[src/rtl/dfpe_alu.sv]
module dfpe_alu #(
  parameter int W     = 16,
  parameter int OP_W  = 5,
  parameter int IMM_W = 4
) (
  input  logic             clk,
  input  logic             rst_n,
  input  logic             in_valid,
  input  logic [OP_W-1:0]  opcode,
  input  logic [W-1:0]     lhs,
  input  logic [W-1:0]     rhs,
  input  logic [IMM_W-1:0] imm,
  output logic             out_valid,
  output logic [W-1:0]     result,
  output logic             illegal_op
);
  localparam int SH_W = IMM_W + 1;

  localparam logic [OP_W-1:0] OP_ADD   = OP_W'(0);
  localparam logic [OP_W-1:0] OP_SUB   = OP_W'(1);
  localparam logic [OP_W-1:0] OP_INC   = OP_W'(2);
  localparam logic [OP_W-1:0] OP_DEC   = OP_W'(3);
  localparam logic [OP_W-1:0] OP_SHL   = OP_W'(4);
  localparam logic [OP_W-1:0] OP_SHR   = OP_W'(5);
  localparam logic [OP_W-1:0] OP_ASR   = OP_W'(6);
  localparam logic [OP_W-1:0] OP_AND   = OP_W'(7);
  localparam logic [OP_W-1:0] OP_OR    = OP_W'(8);
  localparam logic [OP_W-1:0] OP_XOR   = OP_W'(9);
  localparam logic [OP_W-1:0] OP_NOT   = OP_W'(10);
  localparam logic [OP_W-1:0] OP_EQ    = OP_W'(11);
  localparam logic [OP_W-1:0] OP_LT    = OP_W'(12);
  localparam logic [OP_W-1:0] OP_LTE   = OP_W'(13);
  localparam logic [OP_W-1:0] OP_GT    = OP_W'(14);
  localparam logic [OP_W-1:0] OP_GTE   = OP_W'(15);
  localparam logic [OP_W-1:0] OP_PASS  = OP_W'(16);
  localparam logic [OP_W-1:0] OP_CONST = OP_W'(17);

  logic [SH_W-1:0] sh_plus;
  logic            lt_s, eq_s;
  logic [W-1:0]    nxt;
  logic            bad;

  assign sh_plus = {1'b0, imm} + SH_W'(1);
  assign eq_s    = (lhs == rhs);
  assign lt_s    = ($signed(lhs) < $signed(rhs));

  always_comb begin
    nxt = '0;
    bad = 1'b0;
    case (opcode)
      OP_ADD:   nxt = lhs + rhs;
      OP_SUB:   nxt = lhs - rhs;
      OP_INC:   nxt = lhs + W'(1);
      OP_DEC:   nxt = lhs - W'(1);
      OP_SHL:   nxt = lhs << sh_plus;
      OP_SHR:   nxt = lhs >> sh_plus;
      OP_ASR:   nxt = W'($signed(lhs) >>> imm);
      OP_AND:   nxt = lhs & rhs;
      OP_OR:    nxt = lhs | rhs;
      OP_XOR:   nxt = lhs ^ rhs;
      OP_NOT:   nxt = ~lhs;
      OP_EQ:    nxt = W'(eq_s);
      OP_LT:    nxt = W'(lt_s);
      OP_LTE:   nxt = W'(lt_s | eq_s);
      OP_GT:    nxt = W'(!(lt_s | eq_s));
      OP_GTE:   nxt = W'(!lt_s);
      OP_PASS:  nxt = lhs;
      OP_CONST: nxt = rhs;
      default:  bad = 1'b1;
    endcase
  end

  always_ff @(posedge clk) begin
    if (!rst_n) begin
      out_valid  <= 1'b0;
      illegal_op <= 1'b0;
      result     <= '0;
    end else begin
      out_valid  <= in_valid;
      illegal_op <= in_valid & bad;
      if (in_valid) result <= nxt;
    end
  end
endmodule


[config.mk]
export PLATFORM = sky130hd
export DESIGN_NAME = dfpe_alu
export DESIGN_NICKNAME = d
export VERILOG_FILES = /design/src/rtl/dfpe_alu.sv
export SDC_FILE = /design/constraint.sdc
export NUM_CORES = 1
export LEC_CHECK = 0
export ABC_AREA = 0
export BUFFER_PORTS_ARGS = -buffer_cell sky130_fd_sc_hd__buf_2
export CAP_MARGIN = 0
export CORE_MARGIN = 5
export CORE_UTILIZATION = 50
export DETAILED_ROUTE_END_ITERATION = 12
export PLACE_DENSITY = 0.7
export REMOVE_ABC_BUFFERS = 1
export SYNTH_ARGS = -nofsm -noshare
export SYNTH_HDL_FRONTEND = slang
export SYNTH_SLANG_ARGS = --single-unit
[constraint.sdc]
create_clock -name clk -period 7.3 [get_ports clk]
set_input_delay 1.46 -clock clk [delete_from_list [all_inputs] [get_ports clk]]
set_output_delay 1.46 -clock clk [all_outputs]
set_load 0.01 [all_outputs]
==> results of run 1 <==
[path summary, 6_finish.rpt]
check / start / end / slack, ns / depth (start not counted)
hold / removal: result[3] / result[3] / 0.46 / 2
hold reg to reg: result[3] / result[3] / 0.46 / 2
setup / recovery: opcode[1] / result[12] / 2.28 / 15
setup reg to reg: result[15] / result[15] / 5.53 / 6
[registers in the layout, summed over array words and instances (netlist names)]
name / count
result: 16
illegal_op: 1
out_valid: 1
[cell type report]
class	instances	area (um^2)
Fill cell	1092	4610
Multi-Input combinational cell	660	4630
Clock buffer	4	55.1
Timing Repair Buffer	66	343
Tap cell	136	170
Sequential cell	18	360
Inverter	53	199
[critical path: cells and delay by family]
family | cells | cell delay (ns)
AO/OA/AOI/OAI | 7 | 1.74
buffers and inverters | 2 | 0.44
adder cells (fa/ha/maj) | 1 | 0.36
AND/OR/NAND/NOR | 5 | 1.15
[layout by cell type, fill, tap and decap left out, types with 12 or more instances in the layout]
cell type	instances
a211oi_1	18
xnor2_1	32
buf_2	61
a21oi_1	69
a221oi_1	21
nor3_1	18
nor4_1	12
nand2_1	68
o211ai_1	13
inv_1	50
mux2i_1	20
dfxtp_1	18
o22ai_1	13
ha_1	66
nor2b_1	14
o21ai_0	48
nor2_1	67
nand3_1	22
[per-layer routing]
layer	wire length (um)	GRT usage (%)	part of all wire, %	vias to the layer above
met5	0	0	0	-
li1	-	-	-	2930
met3	2130	7.27	9.8	75
met1	9050	44.2	41	3030
met4	1090	14.5	5.0	0
met2	9560	50.9	44	375
[per-stage QoR]
| stage | total power [mW] | util [%] | setup WS [ns] |
|---|---|---|---|
| final | 0.600 | 55.6 | 2.28 |
| after global routing | 0.634 | 55.6 | 1.86 |
| after CTS | 0.586 | 55.6 | 2.30 |
| after detailed placement | 0.487 | 55.0 | 2.02 |
| after global placement | 0.483 | 55.0 | 2.24 |
| after floorplan | 0.357 | - | 2.69 |
[power breakdown]
group / switching (mW) / internal (mW)
Clock: 0.0526 / 0.0485
Sequential: 0.00260 / 0.102
Combinational: 0.249 / 0.145
Total: 0.305 / 0.296
[kinds of logic after synthesis]
| logic type | count (synthesis) |
|---|---|
| AO/OA/AOI/OAI | 258 |
| adder cells (fa/ha/maj) | 68 |
| flip-flops | 18 |
| multiplexers | 35 |
| AND/OR/NAND/NOR | 263 |
| XOR/XNOR | 36 |
| buffers and inverters | 90 |
==> impl_metrics.tcl, run 1 <==
set metrics [dict create \
    rsz0062_at_grt "no" \
    cp.required_ns 7.45 \
    synth_seq_cells 18 \
    vias_per_cell 6.84 \
    grt_pass1_vias 5898 \
    grt_usage_pct 33.0 \
    area_growth_pct 7.85 \
    synth_common_cells "69 x a21oi_1, 68 x nand2_1, 67 x nor2_1, 66 x ha_1, 50 x inv_1" \
    grt_max_degree 32 \
    crit_chain "buf_2 -> nor2b_1 -> nand2_1 -> nor2_1 -> buf_4 -> a21oi_1 -> ha_1 -> nor2b_1 -> o31a_1 -> o31ai_1 -> a21oi_1 -> a2111oi_1 -> nor3_1 -> a21oi_1 -> a31oi_1" \
    final.min_clock_period_ns 5.02 \
    worst_slew_pin_slew_ns 1.24 \
    drtAntennaViolNets 0 \
    clk_latency_ns 0.28 \
    grt_overflow 0 \
    powerDensity_nw_per_um2 104 \
    synthTopCellsByArea "ha_1 15%, dfxtp_1 6.7%, a21oi_1 6.5%, xnor2_1 5.2%, nand2_1 4.8%" \
    synthSimpleGateAreaFrac_pct 24.1 \
    synth_top_family_by_area "compound AO/OA/AOI/OAI gates" \
    initial_core_util_pct 51.5 \
    synth_most_common_cell "a21oi_1" \
    clock-skew-final_ns 0 \
    async_flop_share_pct 0 \
    path_clk_slew_ns 0.10 \
    fp.dieW_um 113 \
    synth_warnings 0 \
    crit_slowest_cell "a2111oi_1" \
    drive_gt1_share_pct 12.2 \
    design_area_um2 5760 \
    synth_edf_count 0 \
    startpoint_type "input pin" \
    dr.pass1.iters 5 \
    synthAdderAreaFrac_pct 16.2 \
    synth_mux_area_share_pct 7.75 \
    n_antenna_cell 0 \
    cellLeakagePower_nw 2.42 \
    dp_cells 933 \
    critPathKind "input pin to register" \
    cts_resized 0 \
    ys_types 70 \
    end_kind "register" \
    worst_ep_arrival_time_ns 5.17 \
    core_area_um2 10400 \
    setup_viol 0 \
    antenna_found_initial 0 \
    io_pins 62 \
    cts_buffer_depth 2 \
    synthFlopType "dfxtp_1" \
    drt_iter0_drc 909 \
    routabilityCongestion 1.01 \
    max_freq_mhz 199 \
    path_common_cell "a21oi_1" \
    die_h_um 113 \
    hold_viol 0 \
    fin_crit_sh_pct 68.7 \
    routedWlPerCell_um 23.3 \
    synth-compound-area-share_pct 32.6 \
    die-area_um2 12900 \
    ctsRootBufferMaster "clkbuf_8" \
    htreeDepth 1 \
    drcViolationCount 0 \
    cts_tree "yes" \
    io_buffers 61 \
    synthXorXnorAreaFrac_pct 5.90 \
    synth_area_leader_cell "ha_1" \
    post_dp_cell_area_um2 5710 \
    syn-instance-count 768 \
    setup_tns_ns 0 \
    maxCapViolations 0 \
    grt_pass1_wl_um 33400 \
    avgSynthCellArea_um2 6.96 \
    cts_made_buffers 3 \
    fin_nets 914 \
    slew_headroom_pct 17.1 \
    synth_top_cell_area_share_pct 15.5 \
    status "finished clean" \
    syn_area_um2 5340 \
    cts_sinks 18 \
    holdWs_ns 0.463 \
    rows 37 \
    post_cts_buffers 0 \
    dpl.hpwl_um 17300 \
    maxSlewViolCount 0 \
    final_cells 937 \
    vias 6410 \
    vdd_ir_drop_max_mv 0.0770 \
    hold_path.class "register to register" \
    path_max_fanout 17 \
    critPathMaxStageDelay_ns 0.52 \
    postCtsHoldBufs 0 \
    wirelength_um 21800 \
    synth_seq_area_share_pct 6.74 \
]
(Power assumes the default switching activity.)
==> inputs of run 2 (changes only) <==
- clock period: 7.3 -> 5.22 ns (I/O delays scaled with it)
==> run 2 against run 1 <==
Effect of this change: global-route usage up 0.66 points; core utilization up 0.36 points; flip-flop and latch count unchanged; sequential share of layout area about the same; clock power up 30%; first-iteration DRC count up 1.5%; sequential power up 39%; clock skew unchanged; combinational power up 42%; final cell count up 0.53%; critical path type unchanged.
==> impl_metrics.tcl, run 2 (synthesized netlist as in run 1, its figures left out) <==
set metrics [dict create \
    worstHoldStart "result[2]" \
    grt_usage_pct 33.7 \
    fp.dieW_um 113 \
    dp_cells 938 \
    grt_overflow 0 \
    die_h_um 113 \
    startpoint_type "input pin" \
    max_freq_mhz 233 \
    maxCapViolations 0 \
    end_kind "register" \
    die-area_um2 12900 \
    ctsRootBufferMaster "clkbuf_8" \
    status "finished clean" \
    area_growth_pct 8.55 \
    n_fill_cell 1051 \
    cts_tree "yes" \
    post_cts_buffers 0 \
    crit_start "rhs[5]" \
    drcViolationCount 0 \
    critPathKind "input pin to register" \
    final_common_cell "a21oi_1" \
    cp.required_ns 5.41 \
    drive_gt1_share_pct 12.8 \
    drt_iter0_drc 923 \
    routabilityCongestion 1.03 \
    cts_sinks 18 \
    hold_path.class "register to register" \
    path_max_fanout 7 \
    grt_max_degree 32 \
    wirelength_um 22200 \
    rsz0062_at_grt "no" \
    slew_headroom_pct 19.1 \
    n_antenna_cell 0 \
    mostFrequentLayoutCells "69 x a21oi_1, 68 x nand2_1, 67 x nor2_1" \
    regMostFlops "result" \
    largest_register_ffs 16 \
    vias_per_cell 6.82 \
    core_area_um2 10400 \
    path_clk_slew_ns 0.09 \
    grt_pass1_vias 5857 \
    rrSetupSlack_ns 3.28 \
    powerDensity_nw_per_um2 144 \
    cts_resized 0 \
    cts_buffer_depth 2 \
    r2r_start "result[12]" \
    rows 37 \
    dr.pass1.iters 6 \
    setup_tns_ns 0 \
    antenna_found_initial 0 \
    final.min_clock_period_ns 4.30 \
    io_buffers 61 \
    reg_top3 "result x16, illegal_op x1, out_valid x1" \
    vias 6423 \
    routedWlPerCell_um 23.6 \
    postCtsHoldBufs 0 \
    hold_viol 0 \
    cellLeakagePower_nw 2.45 \
    cts_made_buffers 3 \
    clock-skew-final_ns 0 \
    fin_nets 919 \
    total_power_mw 0.836 \
    drtAntennaViolNets 0 \
    htreeDepth 1 \
    final_cells 942 \
    dpl.hpwl_um 17600 \
    maxSlewViolCount 0 \
    worst_ep_arrival_time_ns 4.48 \
    setup_viol 0 \
    clk_latency_ns 0.27 \
    grt_pass1_wl_um 34400 \
    io_pins 62 \
    initial_core_util_pct 51.5 \
    worst_slew_pin_slew_ns 1.20 \
    fin_crit_sh_pct 82.3 \
    vdd_ir_drop_max_mv 0.0828 \
]
-- run 2: changes by cell type in the layout (fill, tap and decap cells not counted) --
cell and change:
buf_4 +5
-- run 2: area by class of cell --
| cell class | instances | area (um^2) | area share, % |
|---|---|---|---|
| clock buffer | 4 | 55.1 | 0.949 |
| inverter | 53 | 199 | 3.43 |
| multi-input combinational | 660 | 4630 | 79.9 |
| sequential | 18 | 360 | 6.21 |
| tap | 136 | 170 | 2.93 |
| timing repair buffer | 71 | 380 | 6.56 |
-- run 2: report_power, final --
group          internal [mW]  switching (mW)  total (mW)
clock network         0.0675          0.0636       0.131
registers              0.143         0.00337       0.146
logic                  0.206           0.353       0.559
-- run 2: stage by stage --
| step | instance area, um^2 | setup slack, ns | hold WS [ns] | utilization (%) |
|---|---|---|---|---|
| 6_report | 5800 | 0.922 | 0.452 | 55.9 |
| 5_1_grt | 5800 | 0.597 | 0.480 | 55.9 |
| 4_1_cts | 5800 | 0.960 | 0.457 | 55.9 |
| 3_5_place_dp | 5740 | 0.702 | 0.437 | 55.4 |
| 3_3_place_gp | 5740 | 0.799 | 0.432 | 55.4 |
| 2_1_floorplan | 5190 | 1.03 | 0.483 | - |
-- run 2: worst max-delay path: stages --
cell and delay [ns]:
buf_2 0.13, nor4_1 0.70, and2_1 0.32, nand3_1 0.11, xnor2_1 0.16, a21oi_1 0.10
ha_1 0.41, nand3_1 0.11, a211oi_1 0.45, nor4b_1 0.12, o31ai_1 0.41, xnor2_1 0.17
nand2_1 0.07, a32oi_1 0.18
-- run 2: worst paths after layout --
path,endpoint,cells after the start
worst max-delay path,result[15],14
worst min-delay path,result[2],2
worst min register to register,result[2],2
worst max register to register,result[12],4
-- run 2: per-layer routing --
metal / vias up / share of wire, % / wire length [um] / track usage, %
li1: 2946 / - / - / -
met3: 65 / 9.3 / 2070 / 4.19
met2: 407 / 44 / 9850 / 53.4
met1: 3005 / 42 / 9300 / 47.1
met5: - / 0 / 0 / 0
met4: 0 / 4.4 / 977 / 11.6
==> inputs of run 3 (changes only) <==
- clock period: 5.22 -> 4.49 ns (I/O delays scaled with it)
==> run 3 against run 2 <==
Effect of this change: combinational power increased by 17%; core utilization increased by 0.92 points; routed wire length hardly changed; non-clock buffer count rose by 11; largest cell class unchanged.
==> impl_metrics.tcl, run 3 (synthesized netlist as in run 1, its figures left out) <==
set metrics [dict create \
    status "finished clean" \
    met2_usage_pct 55.1 \
    r2r_start "result[12]" \
    intPower_mw 0.490 \
    routabilityCongestion 1.03 \
    rsz0062_at_grt "no" \
    post_cts_buffers 0 \
    cts_buffer_depth 2 \
    grt_overflow 0 \
    drtAntennaViolNets 0 \
    met1_usage_pct 43.9 \
    mostFrequentLayoutCells "69 x a21oi_1, 68 x nand2_1, 67 x nor2_1" \
    grt.met3_usage_pct 5.09 \
    initial_core_util_pct 51.5 \
    fp.dieW_um 113 \
    htreeDepth 1 \
    vias 6413 \
    whs_endpoint "result[1]" \
    worst_slew_pin_slew_ns 0.869 \
    design_area_um2 5890 \
    postCtsHoldBufs 0 \
    ctsRootBufferMaster "clkbuf_8" \
    fin_crit_sh_pct 90.7 \
    setup_viol 0 \
    clock-skew-final_ns 0 \
    cts_tree "yes" \
    cellLeakagePower_nw 2.50 \
    antenna_found_initial 0 \
    critPathKind "input pin to register" \
    grt_usage_pct 33.3 \
    core_area_um2 10400 \
    clk_latency_ns 0.28 \
    dpl.hpwl_um 17700 \
    pwr-share-clk_pct 16.5 \
    drcViolationCount 0 \
    io_buffers 61 \
    path_max_fanout 15 \
    drt_iter0_drc 877 \
    switching_share_pct 50.4 \
    post_dp_cell_area_um2 5840 \
    holdWs_ns 0.460 \
    area_growth_pct 10.3 \
    comb_power_share_pct 66.3 \
    rr_endpoint "result[12]" \
    hold_path.class "register to register" \
    rrSetupSlack_ns 2.85 \
    maxCapViolations 0 \
    slew_headroom_pct 41.6 \
    worstHoldStart "result[1]" \
    post-route-worst-setup-slack_ns 0.420 \
    path_clk_slew_ns 0.10 \
    dp_cells 949 \
    final_core_util_pct 56.8 \
    n_antenna_cell 0 \
    powerDensity_nw_per_um2 168 \
    dr.pass1.iters 6 \
    power_switching_mw 0.497 \
    grt_pass1_vias 5925 \
    final_common_cell "a21oi_1" \
    cts_resized 0 \
    vdd_ir_drop_max_mv 0.109 \
    top_usage_layer "met2" \
    setup_tns_ns 0 \
    wirelength_um 22200 \
    cts_made_buffers 3 \
    cts_sinks 18 \
    grt_max_degree 32 \
    crit_start "opcode[1]" \
    largest_register_ffs 16 \
    regMostFlops "result" \
    rows 37 \
    startpoint_type "input pin" \
    die_h_um 113 \
    final.min_clock_period_ns 4.07 \
    io_pins 62 \
    routedWlPerCell_um 23.3 \
    cp.required_ns 4.65 \
    drive_gt1_share_pct 14.0 \
    n_fill_cell 1046 \
    maxSlewViolCount 0 \
    final_cells 953 \
    reg_top3 "result x16, illegal_op x1, out_valid x1" \
    p_seq_share_pct 17.3 \
    grt_pass1_wl_um 33600 \
    worst_ep_arrival_time_ns 4.23 \
    max_freq_mhz 246 \
    end_kind "register" \
    total_power_mw 0.987 \
    vias_per_cell 6.73 \
    ff2ff_path_depth 4 \
    hold_viol 0 \
    die-area_um2 12900 \
    place_ws_ns 0.221 \
    whs_path_depth 1 \
    fin_nets 930 \
]
run 3: cell count changes in the layout (fill, tap and decap cells not counted):
cell / previous run / this run
buf_4: 10 / 20
buf_12: 0 / 1
run 3: worst max-delay path by stage:
| stage | depth (start not counted) | endpoint | slack [ns] |
|---|---|---|---|
| floorplan | 13 | result[12] | 0.44 |
| global placement | 15 | result[12] | 0.37 |
| detailed placement | 15 | result[12] | 0.22 |
| CTS | 15 | result[12] | 0.48 |
| global route | 15 | result[12] | 0.08 |
| finish | 15 | result[12] | 0.42 |
run 3: layout make-up:
class / count / area [um^2] / share of cell area [%]
tap: 136 / 170 / 2.89
clock buffer: 4 / 55.1 / 0.934
timing repair buffer: 82 / 475 / 8.07
sequential: 18 / 360 / 6.11
multi-input combinational: 660 / 4630 / 78.6
inverter: 53 / 199 / 3.38
run 3: critical path, stage by stage:
cell	delay, ns
buf_2	0.22
nor2b_1	0.26
nand2_1	0.16
nor2_1	0.22
buf_12	0.17
a21oi_1	0.05
ha_1	0.33
nor2b_1	0.16
o31a_1	0.28
o31ai_1	0.36
a21oi_1	0.22
a2111oi_1	0.54
nor3_1	0.10
a21oi_1	0.16
a31oi_1	0.09
run 3: metal layers:
metal | part of all wire, % | wire length [um]
met1 | 41 | 9000
met2 | 46 | 10200
met3 | 9.9 | 2190
met5 | 0 | 0
met4 | 3.7 | 831
run 3: power by group through the flow:
stage,combinational [mW],clock [mW],sequential (mW)
finish,0.655,0.162,0.170
global route,0.703,0.168,0.171
CTS,0.635,0.161,0.170
detailed placement,0.631,0,0.174
global placement,0.622,0,0.174
floorplan,0.404,0,0.176
